### config.mk
export PLATFORM = sky130hd
export DESIGN_NAME = gpio_mux_port
export DESIGN_NICKNAME = d
export VERILOG_FILES = /design/src/rtl/gpio_mux_pkg.sv /design/src/rtl/gpio_reg_decode.sv /design/src/rtl/gpio_port_regs.sv /design/src/rtl/gpio_pin_mux.sv /design/src/rtl/gpio_mux_port.sv
export SDC_FILE = /design/constraint.sdc
export NUM_CORES = 1
export LEC_CHECK = 0
export BUFFER_PORTS_ARGS = -buffer_cell sky130_fd_sc_hd__buf_4
export CAP_MARGIN = 20
export CELL_PAD_IN_SITES_DETAIL_PLACEMENT = 2
export CELL_PAD_IN_SITES_GLOBAL_PLACEMENT = 2
export CORE_MARGIN = 5
export CORE_UTILIZATION = 26
export DETAILED_ROUTE_END_ITERATION = 10
export PLACE_DENSITY = 0.88
export SKIP_CTS_REPAIR_TIMING = 1
export SYNTH_ARGS = -nofsm -noshare
export SYNTH_HDL_FRONTEND = slang
export SYNTH_HIERARCHICAL = 1
export SYNTH_SLANG_ARGS = --single-unit
### constraint.sdc
create_clock -name clk -period 1.6 [get_ports clk]
set_clock_uncertainty 0.05 [all_clocks]
set_input_delay 0.16 -clock clk [delete_from_list [all_inputs] [get_ports clk]]
set_output_delay 0.16 -clock clk [all_outputs]
set_load 0.005 [all_outputs]
### src/rtl/gpio_mux_pkg.sv
package gpio_mux_pkg;

    localparam int PORT_W = 8;
    localparam int BUS_W  = 16;
    localparam int ADDR_W = 5;

    localparam logic [ADDR_W-1:0] OFF_DATA_A = 5'h11;
    localparam logic [ADDR_W-1:0] OFF_DATA_B = 5'h13;
    localparam logic [ADDR_W-1:0] OFF_DIR    = 5'h15;
    localparam logic [ADDR_W-1:0] OFF_ASSIGN = 5'h17;

    typedef enum logic [0:0] {
        ST_STRAP  = 1'b0,
        ST_ACTIVE = 1'b1
    } port_state_e;

endpackage

### src/rtl/gpio_reg_decode.sv
module gpio_reg_decode
    import gpio_mux_pkg::*;
(
    input  logic              clk,
    input  logic              rst_n,
    input  logic [ADDR_W-1:0] addr,
    input  logic              wr,
    output logic              sel_data,
    output logic              sel_dir,
    output logic              sel_asg,
    output logic              data_we,
    output logic              dir_we,
    output logic              asg_we
);

    always_comb begin
        sel_data = (addr == OFF_DATA_A) || (addr == OFF_DATA_B);
        sel_dir  = (addr == OFF_DIR);
        sel_asg  = (addr == OFF_ASSIGN);
        data_we  = wr && sel_data;
        dir_we   = wr && sel_dir;
        asg_we   = wr && sel_asg;
    end


    one_target_chk: assert property (@(posedge clk) disable iff (!rst_n)
        $onehot0({data_we, dir_we, asg_we}));

endmodule

### src/rtl/gpio_port_regs.sv
module gpio_port_regs
    import gpio_mux_pkg::*;
#(
    parameter int W = PORT_W
)(
    input  logic         clk,
    input  logic         rst_n,
    input  logic         strap_i,
    input  logic [W-1:0] wdata,
    input  logic         data_we,
    input  logic         dir_we,
    input  logic         asg_we,
    output logic [W-1:0] latch_q,
    output logic [W-1:0] ddr_q,
    output logic [W-1:0] pa_q
);

    port_state_e state_q, state_d;
    logic        cfg_live;

    always_ff @(posedge clk) begin
        if (!rst_n) state_q <= ST_STRAP;
        else        state_q <= state_d;
    end

    always_comb begin
        state_d = state_q;
        unique case (state_q)
            ST_STRAP:  state_d = ST_ACTIVE;
            ST_ACTIVE: state_d = ST_ACTIVE;
            default:   state_d = ST_STRAP;
        endcase
    end

    always_comb begin
        cfg_live = 1'b0;
        unique case (state_q)
            ST_STRAP:  cfg_live = 1'b0;
            ST_ACTIVE: cfg_live = 1'b1;
            default:   cfg_live = 1'b0;
        endcase
    end

    // data latch keeps its contents through reset
    always_ff @(posedge clk) begin
        if (data_we) latch_q <= wdata;
    end

    always_ff @(posedge clk) begin
        if (!rst_n) begin
            ddr_q <= '0;
            pa_q  <= {W{strap_i}};
        end else begin
            if (dir_we) ddr_q <= wdata;
            if (asg_we) pa_q  <= wdata;
        end
    end


    strap_load_chk: assert property (@(posedge clk) disable iff (!rst_n)
        $rose(rst_n) |-> (pa_q == {W{$past(strap_i)}}));


    dir_reset_chk: assert property (@(posedge clk) disable iff (!rst_n)
        $rose(rst_n) |-> (ddr_q == '0));


    strap_frozen_chk: assert property (@(posedge clk) disable iff (!rst_n)
        (cfg_live && !asg_we) |=> $stable(pa_q));


    dir_write_chk: assert property (@(posedge clk) disable iff (!rst_n)
        (cfg_live && dir_we) |=> (ddr_q == $past(wdata)));

endmodule

### src/rtl/gpio_pin_mux.sv
module gpio_pin_mux
    import gpio_mux_pkg::*;
#(
    parameter int W = PORT_W
)(
    input  logic         clk,
    input  logic         rst_n,
    input  logic [W-1:0] pa,
    input  logic [W-1:0] ddr,
    input  logic [W-1:0] latch,
    input  logic [W-1:0] pin_in,
    input  logic [W-1:0] alt_out,
    input  logic [W-1:0] alt_oe,
    output logic [W-1:0] pin_out,
    output logic [W-1:0] pin_oe,
    output logic [W-1:0] data_rd
);

    for (genvar i = 0; i < W; i++) begin : g_pin
        logic discrete_in;
        assign discrete_in = !pa[i] && !ddr[i];
        assign pin_out[i]  = pa[i] ? alt_out[i] : latch[i];
        assign pin_oe[i]   = pa[i] ? alt_oe[i]  : ddr[i];
        assign data_rd[i]  = discrete_in ? pin_in[i] : latch[i];
    end


    io_enable_chk: assert property (@(posedge clk) disable iff (!rst_n)
        ((pin_oe ^ ddr) & ~pa) == '0);


    alt_pass_chk: assert property (@(posedge clk) disable iff (!rst_n)
        (((pin_out ^ alt_out) | (pin_oe ^ alt_oe)) & pa) == '0);


    latch_readback_chk: assert property (@(posedge clk) disable iff (!rst_n)
        ((data_rd ^ latch) & (pa | ddr)) == '0);

endmodule

### src/rtl/gpio_mux_port.sv
module gpio_mux_port
    import gpio_mux_pkg::*;
(
    input  logic              clk,
    input  logic              rst_n,
    input  logic              strap_bit,
    input  logic [ADDR_W-1:0] bus_addr,
    input  logic              bus_wr,
    input  logic [BUS_W-1:0]  bus_wdata,
    output logic [BUS_W-1:0]  bus_rdata,
    input  logic [PORT_W-1:0] pin_in,
    input  logic [PORT_W-1:0] alt_out,
    input  logic [PORT_W-1:0] alt_oe,
    output logic [PORT_W-1:0] pin_out,
    output logic [PORT_W-1:0] pin_oe
);

    localparam int PAD_W = BUS_W - PORT_W;

    logic              sel_data, sel_dir, sel_asg;
    logic              data_we, dir_we, asg_we;
    logic [PORT_W-1:0] latch_q, ddr_q, pa_q, data_rd;
    logic              unused_hi;

    assign unused_hi = &{1'b0, bus_wdata[BUS_W-1:PORT_W]};

    gpio_reg_decode u_decode (
        .clk      (clk),
        .rst_n    (rst_n),
        .addr     (bus_addr),
        .wr       (bus_wr),
        .sel_data (sel_data),
        .sel_dir  (sel_dir),
        .sel_asg  (sel_asg),
        .data_we  (data_we),
        .dir_we   (dir_we),
        .asg_we   (asg_we)
    );

    gpio_port_regs #(.W(PORT_W)) u_regs (
        .clk     (clk),
        .rst_n   (rst_n),
        .strap_i (strap_bit),
        .wdata   (bus_wdata[PORT_W-1:0]),
        .data_we (data_we),
        .dir_we  (dir_we),
        .asg_we  (asg_we),
        .latch_q (latch_q),
        .ddr_q   (ddr_q),
        .pa_q    (pa_q)
    );

    gpio_pin_mux #(.W(PORT_W)) u_mux (
        .clk     (clk),
        .rst_n   (rst_n),
        .pa      (pa_q),
        .ddr     (ddr_q),
        .latch   (latch_q),
        .pin_in  (pin_in),
        .alt_out (alt_out),
        .alt_oe  (alt_oe),
        .pin_out (pin_out),
        .pin_oe  (pin_oe),
        .data_rd (data_rd)
    );

    always_comb begin
        if (sel_data)     bus_rdata = {{PAD_W{1'b0}}, data_rd};
        else if (sel_dir) bus_rdata = {{PAD_W{1'b0}}, ddr_q};
        else if (sel_asg) bus_rdata = {{PAD_W{1'b0}}, pa_q};
        else              bus_rdata = '0;
    end


    upper_zero_chk: assert property (@(posedge clk) disable iff (!rst_n)
        bus_rdata[BUS_W-1:PORT_W] == '0);


    alias_same_chk: assert property (@(posedge clk) disable iff (!rst_n)
        (bus_addr == OFF_DATA_B) |-> (bus_rdata[PORT_W-1:0] == data_rd));

endmodule

==> results.txt, run 1 <==
----------------------------------------------------
[Synthesis]
  Xor and xnor area share after synthesis ... 0
  Post-Synth Simple-Gate Area ... 0.209
  Number of flops mapped to enable cells by yosys ... 16
  Synthesized area divided by synthesized cell count ... roughly 11 um^2
  Post-synthesis instance area ... ~0.0016 mm^2
  Leading post-synthesis cells by instance count ... sky130_fd_sc_hd__nand2_1, sky130_fd_sc_hd__edfxtp_1, sky130_fd_sc_hd__mux2_2, sky130_fd_sc_hd__a21oi_1, sky130_fd_sc_hd__nor2b_1
  Synth Warn # ... 6
  Number of distinct standard cells referenced by the synthesized netlist ... 23
  Dominant register cell in the synthesized netlist ... sky130_fd_sc_hd__edfxtp_1
  Number of instances in the synthesized netlist ... ~150
  Multiplexer area fraction after synthesis ... 0.245
  Largest family of logic cells by synthesized area ... multiplexers
  Adder and majority cell fraction of the synthesized area ... 0
  Count leader, synth ... sky130_fd_sc_hd__nand2_1
  Share of the synthesized area in the top cell type ... 0.309
  Fraction of synthesis flops using an asynchronous set or reset pin ... 0
  Proportion of synthesized chip area in sequential cells ... 0.412
  Synthesized-area fraction occupied by ao, oa, aoi and oai cells ... 0.0539
  Number of storage elements in the synthesis netlist ... 24
  Post-synth top area cell ... sky130_fd_sc_hd__edfxtp_1
  Most area-consuming cells after synthesis ... sky130_fd_sc_hd__edfxtp_1, sky130_fd_sc_hd__mux2_2, sky130_fd_sc_hd__dfxtp_1, sky130_fd_sc_hd__mux2_4, sky130_fd_sc_hd__nor2b_1

[Power and ir drop]
  Clk network pwr share ... 0.250
  Peak supply drop ... 0.000288 V
  Switching pwr ... ~0.00034 W
  Static leakage ... about 1.0 nW
  Proportion of power drawn by combinational gates ... 0.257
  Share of power burned in registers ... 0.493
  Switching share of total power ... 0.234
  Power density cells ... 635 mW/mm^2
  Internal ... 0.00111 W

[Setup path]
  Setup Crit Path Kind ... reg2out
  Arrival @ worst endpoint ... ~1500 ps
  Reg-to-reg critical path endpoint ... u_regs/ddr_q[2]
  CP startpoint kind ... flip-flop
  Origin of the critical flop-to-flop path ... u_regs/ddr_q[2]
  Worst Path Required ... 1390 ps
  Flop2flop setup slack ... roughly 840 ps
  Element type at the critical path end ... primary output
  Worst-path fanout max ... 4
  R2r worst-path depth ... 2

[Timing]
  Number of max-slew violations in the final report ... 0
  Achievable clock frequency ... 601 MHz
  Setup ws final ... -64.4 ps
  Unrepaired setup endpoints after global routing ... true
  Number of setup violations in the final report ... 7
  Final worst path period share ... 1.04
  Hold Vio Cnt, Final ... 0
  Total negative slack for setup checks ... -351 ps
  Shortest period the worst path allows ... 1660 ps

[GRT]
  Overall global routing resource usage ... 0.122
  Pin count of the biggest net entering global routing ... 19
  Initial antenna violation count ... 0
  Number of global-route vias before repair ... between 1500 and 2000
  Overall overflow remaining after global route ... 0
  First-pass GRT wire length ... 7.31 mm

[Floorplan]
  Count of standard-cell rows ... 28
  Area enclosed by the die boundary ... roughly 0.0076 mm^2
  Initial Util ... 0.266
  Placeable core region ... slightly below 0.006 mm^2
  DIE HEIGHT ... a little under 90 um
  Number of primary I/O pins ... between 80 and 90
  Die width ... between 80 and 90 um

[Routing]
  Detailed route wirelength on metal3 ... 246 um
  Number of nets still failing antenna checks after routing ... 0
  Routed length on met2 ... approximately 2.6 mm
  Highest metal layer with signal wires ... met4
  Detail-routed via count per cell ... roughly 4.5
  Total via count in the routed design ... approximately 1400
  DRC Markers ... 0
  WL final ... between 4 and 5 mm
  Violation count after the first detailed-routing iteration ... 14
  Met1 Routed Length ... ~1.8 mm
  First-pass detailed-route iteration total ... 4
  Average wire length per cell after detail routing ... roughly 16 um

[Clocking]
  Library cell used as clock root buffer ... sky130_fd_sc_hd__clkbuf_8
  Deepest level of the CTS H-tree ... 1
  CTS tree ... done
  Source-to-sink clock delay at the later pin of the worst-skew pair ... around 250 ps
  Clock Tree Buf Depth ... 2
  Clock sink count ... 24
  Inserted Clock Buffers ... 3
  Clock-pin slew on the worst setup and hold paths ... approximately 90 ps

[Layout]
  Area added between synthesis and finish ... 46.7%
  Utilization after layout ... 0.390
  ANT cells ... 0
  Fraction of layout cells with a size suffix above 1 ... 0.546
  Layout Nets ... between 200 and 300

[Placed design]
  Routability congestion estimate from global placement ... between 0.6 and 0.7
  HPWL after DPL ... between 3 and 4 mm
  # port buffers ... 64

[Hold path]
  Class of the most critical hold timing path ... in2reg
  Worst hold start ... bus_wdata[3]
  Hold Path Stages ... 1
  Worst hold endpoint ... u_regs/latch_q[3]

[Job]
  Maximum capacitance violations ... 0

[Run status]
  Run status ... complete, but fails checks
  Failing checks ... negative setup slack

----------------------------------------------------
## registers in the layout, indices dropped and copies added (netlist names)
register and flops:
u_regs/ddr_q 8, u_regs/latch_q 8, u_regs/pa_q 8
## through the flow
stage / instances / setup WS [ps] / hold WS, ps / power [W] / cell area (um^2)
after floorplan: 154 / 307 / 209 / 0.000889 / 1580
after global placement: 288 / 171 / 309 / 0.00104 / 2110
after detailed placement: 288 / 163 / 310 / 0.00106 / 2110
after CTS: 292 / -117 / 35.3 / 0.00142 / 2150
after global routing: 304 / -154 / 22.0 / 0.00154 / 2280
final: 304 / -64.4 / 36.7 / 0.00145 / 2280
## kinds of logic after synthesis
group	Yosys count
multiplexers	32
AO/OA/AOI/OAI	16
AND/OR/NAND/NOR	59
other	1
buffers and inverters	15
flip-flops	24
## power by group through the flow
stage | combinational, W | clock, W | sequential [W]
finish | 0.000372 | 0.000361 | 0.000714
global route | 0.000406 | 0.000413 | 0.000717
CTS | 0.000328 | 0.000372 | 0.000716
detailed placement | 0.000327 | 0 | 0.000730
global placement | 0.000315 | 0 | 0.000729
floorplan | 0.000164 | 0 | 0.000725
## critical path, cell delays in order (launching register included)
cell and delay [ps]:
sky130_fd_sc_hd__edfxtp_1 460, sky130_fd_sc_hd__nor2_2 150, sky130_fd_sc_hd__mux2_4 310, sky130_fd_sc_hd__nor2b_1 110, sky130_fd_sc_hd__a21oi_1 50, sky130_fd_sc_hd__buf_4 140
## cell type report
class | count | area, um^2
multi-input cells | 115 | 858
flip-flops and latches | 24 | 641
well taps | 75 | 93.8
inverters | 1 | 3.75
clock buffers | 4 | 45.0
repair buffers | 85 | 638
fillers | 667 | 3570
## metal layers
layer,global-route usage,vias to the layer above
met5,0,-
met4,0.0432,0
met3,0.0246,6
met2,0.230,40
met1,0.134,656
li1,-,660
## worst max path at each step
stage              startpoint            to  slack, ps  cells past startpoint
6_report       u_regs/pa_q[0]  bus_rdata[0]        -60                      5
5_1_grt        u_regs/pa_q[0]  bus_rdata[0]       -150                      5
3_5_place_dp      bus_addr[2]  bus_rdata[5]        160                      6
3_3_place_gp      bus_addr[2]  bus_rdata[5]        170                      6
4_1_cts        u_regs/pa_q[6]  bus_rdata[6]       -120                      5
2_1_floorplan  u_regs/pa_q[6]  bus_rdata[6]        310                      4
## cell usage in the layout (no fill, tap or decap), types with 13 or more instances in the layout
cell and instances:
sky130_fd_sc_hd__edfxtp_1 16, sky130_fd_sc_hd__a21oi_1 13, sky130_fd_sc_hd__buf_4 85, sky130_fd_sc_hd__nand2_1 17, sky130_fd_sc_hd__mux2_2 16, sky130_fd_sc_hd__nor2b_1 13
No activity file was read; power rests on OpenSTA's default activity.
==> inputs of run 2 (changes only) <==
--- a/config.mk
+++ b/config.mk
@@ -5,16 +5,16 @@
 export SDC_FILE = /design/constraint.sdc
 export NUM_CORES = 1
 export LEC_CHECK = 0
-export BUFFER_PORTS_ARGS = -buffer_cell sky130_fd_sc_hd__buf_4
 export CAP_MARGIN = 20
 export CELL_PAD_IN_SITES_DETAIL_PLACEMENT = 2
 export CELL_PAD_IN_SITES_GLOBAL_PLACEMENT = 2
 export CORE_MARGIN = 5
-export CORE_UTILIZATION = 26
+export CORE_UTILIZATION = 36
 export DETAILED_ROUTE_END_ITERATION = 10
-export PLACE_DENSITY = 0.88
-export SKIP_CTS_REPAIR_TIMING = 1
+export DONT_BUFFER_PORTS = 1
+export PLACE_DENSITY = 0.86
 export SYNTH_ARGS = -nofsm -noshare
 export SYNTH_HDL_FRONTEND = slang
 export SYNTH_HIERARCHICAL = 1
 export SYNTH_SLANG_ARGS = --single-unit
+export TNS_END_PERCENT = 30
==> results.txt, run 2 (same netlist as run 1, synthesis figures left out) <==
----------------------------------------------------
[Power and ir drop]
  Share of power burned in registers ... 0.549 (+0.056)
  Static leakage ... 0.683 nW (-32%)
  Power density cells ... 728 mW/mm^2 (+15%)
  Switching share of total power ... 0.237 (+0.00366)
  Switching pwr ... 0.000309 W (-8.6%)
  Internal ... 0.000993 W (-10%)
  Proportion of power drawn by combinational gates ... 0.176 (-0.081)
  Clk network pwr share ... 0.275 (+0.025)
  Peak supply drop ... 0.000409 V (+42%)

[Floorplan]
  Initial Util ... 0.380 (+0.115)
  Die width ... 75.7 um (-13%)
  DIE HEIGHT ... 75.7 um (-13%)
  Area enclosed by the die boundary ... 0.00573 mm^2 (-25%)
  Placeable core region ... 0.00409 mm^2 (-30%)
  Number of primary I/O pins ... 81 (unchanged)
  Count of standard-cell rows ... 23 (-18%)

[Layout]
  ANT cells ... 0 (unchanged)
  Commonest non-fill, non-tap cell in the layout ... sky130_fd_sc_hd__nand2_1
  Largest registers ... u_regs/ddr_q (8), u_regs/latch_q (8), u_regs/pa_q (8)
  Commonest cells after routing, fill and taps aside ... sky130_fd_sc_hd__nand2_1, sky130_fd_sc_hd__mux2_2, sky130_fd_sc_hd__edfxtp_1
  Fillers ... 436 (-35%)
  Count of non-filler cells in the finished layout ... 216 (-29%)
  Fraction of layout cells with a size suffix above 1 ... 0.301 (-0.245)
  Area added between synthesis and finish ... 15.1%
  Layout Nets ... 217 (-22%)

[Setup path]
  CP startpoint kind ... flip-flop
  Setup Crit Path Kind ... reg2out
  Arrival @ worst endpoint ... 1340 ps (-110 ps)
  Source of the critical timing path ... u_regs/pa_q[1]
  Top delay family on crit path ... flip-flops
  Capture point of the worst path ... bus_rdata[1]
  Origin of the critical flop-to-flop path ... u_regs/ddr_q[6]
  Element type at the critical path end ... primary output
  Cell-by-cell trace of the critical path ... nor2_2 > mux2_4 > nor2b_1 > a21oi_1
  Reg-to-reg critical path endpoint ... u_regs/ddr_q[6]
  R2r worst-path depth ... 2 (unchanged)
  Worst Path Required ... 1390 ps (about the same)
  Slowest cell on the critical path ... sky130_fd_sc_hd__edfxtp_1
  Flop2flop setup slack ... 840 ps (about the same)
  Number of buffer and inverter instances along the worst setup path ... 0 (-1)
  Worst-path fanout max ... 4 (unchanged)
  Largest stage delay, worst path ... 460 ps (about the same)
  Logic depth of the worst path, buffers included ... 4 (-1)

[Routing]
  First-pass detailed-route iteration total ... 4 (unchanged)
  Number of nets still failing antenna checks after routing ... 0 (unchanged)
  WL final ... 4.70 mm (-1.2%)
  DRC Markers ... 0 (unchanged)
  Detail-routed via count per cell ... 5.44 (+22%)
  Total via count in the routed design ... 1176 (-14%)
  Violation count after the first detailed-routing iteration ... 28 (+14)
  Average wire length per cell after detail routing ... 21.7 um (+39%)

[Clocking]
  Library cell used as clock root buffer ... sky130_fd_sc_hd__clkbuf_8
  Deepest level of the CTS H-tree ... 1 (unchanged)
  Clock sink count ... 24 (unchanged)
  Source-to-sink clock delay at the later pin of the worst-skew pair ... 260 ps (about the same)
  Clock-pin slew on the worst setup and hold paths ... 80 ps (about the same)
  Inserted Clock Buffers ... 3 (unchanged)
  CTS tree ... done
  Clock Tree Buf Depth ... 2 (unchanged)

[Placed design]
  Pre-CTS worst setup slack ... 243 ps (+80.8 ps)
  HPWL after DPL ... 3.28 mm (-10%)
  Post-Place Cells ... 195 (-32%)
  Routability congestion estimate from global placement ... 0.772 (+11%)
  # port buffers ... 0 (-100%)

[Timing]
  Final worst path period share ... 0.971 (-0.0695)
  Hold Vio Cnt, Final ... 0 (unchanged)
  Number of max-slew violations in the final report ... 0 (unchanged)
  Achievable clock frequency ... 644 MHz (+7.2%)
  Setup ws final ... 46.7 ps (+111 ps)
  Shortest period the worst path allows ... 1550 ps (-111 ps)
  Unrepaired setup endpoints after global routing ... true
  Number of setup violations in the final report ... 0 (-7)

[GRT]
  Initial antenna violation count ... 0 (unchanged)
  First-pass GRT wire length ... 6.78 mm (-7.2%)
  Overall global routing resource usage ... 0.163 (+0.0407)
  Pin count of the biggest net entering global routing ... 17 (-2)
  Number of global-route vias before repair ... 1305 (-14%)
  Overall overflow remaining after global route ... 0 (unchanged)

[Job]
  Maximum capacitance violations ... 0 (unchanged)

[Hold path]
  Hold Path Stages ... 2 (+1)
  Worst hold start ... bus_wdata[1]
  Class of the most critical hold timing path ... in2reg

[Run status]
  Run status ... completed

----------------------------------------------------
run 2: power by group through the flow:
stage	combinational (W)	clock (W)	sequential, W
floorplan	0.000164	0	0.000725
global placement	0.000162	0	0.000729
detailed placement	0.000170	0	0.000733
CTS	0.000204	0.000376	0.000717
global route	0.000247	0.000399	0.000719
finish	0.000229	0.000358	0.000715
run 2: timing repair:
item / CTS / global route
hold endpoints to repair: 14 / 2
setup buffers: 2 / 6
setup endpoints to repair: 6 / 8
pin swaps: 2 / 4
resized for setup: 4 / 4
hold buffers: 9 / 1
run 2: cell type report:
cell class,count,area (um^2),area share
tap,50,62.6,0.0350
multi-input combinational,115,843,0.471
timing repair buffer,23,198,0.110
inverter,1,3.75,0.00210
sequential,24,641,0.358
clock buffer,3,41.3,0.0231
run 2: worst min-delay path by stage:
stage	endpoint	slack, ps
2_1_floorplan	u_regs/latch_q[0]	210
3_3_place_gp	u_regs/latch_q[7]	210
3_5_place_dp	u_regs/latch_q[6]	210
4_1_cts	u_regs/ddr_q[5]	0.5
5_1_grt	u_regs/ddr_q[1]	20
6_report	u_regs/ddr_q[1]	20
run 2: layer usage:
layer | up-vias | share of wire | track usage
met2 | 39 | 0.57 | 0.324
li1 | 539 | - | -
met5 | - | 0 | 0
met3 | 9 | 0.054 | 0.0290
met4 | 0 | 0.022 | 0.0621
met1 | 589 | 0.36 | 0.166
run 2: metrics by stage:
| step | TNS, ps | hold WS (ps) | utilization | area, um^2 | total power, W |
|---|---|---|---|---|---|
| finish | 0 | 22.6 | 0.438 | 1790 | 0.00130 |
| global route | -95.3 | 15.1 | 0.438 | 1790 | 0.00136 |
| floorplan | 0 | 209 | - | 1580 | 0.000889 |
| detailed placement | 0 | 209 | 0.384 | 1570 | 0.000903 |
| CTS | -2.85 | 0.536 | 0.422 | 1720 | 0.00130 |
| global placement | 0 | 209 | 0.384 | 1570 | 0.000890 |
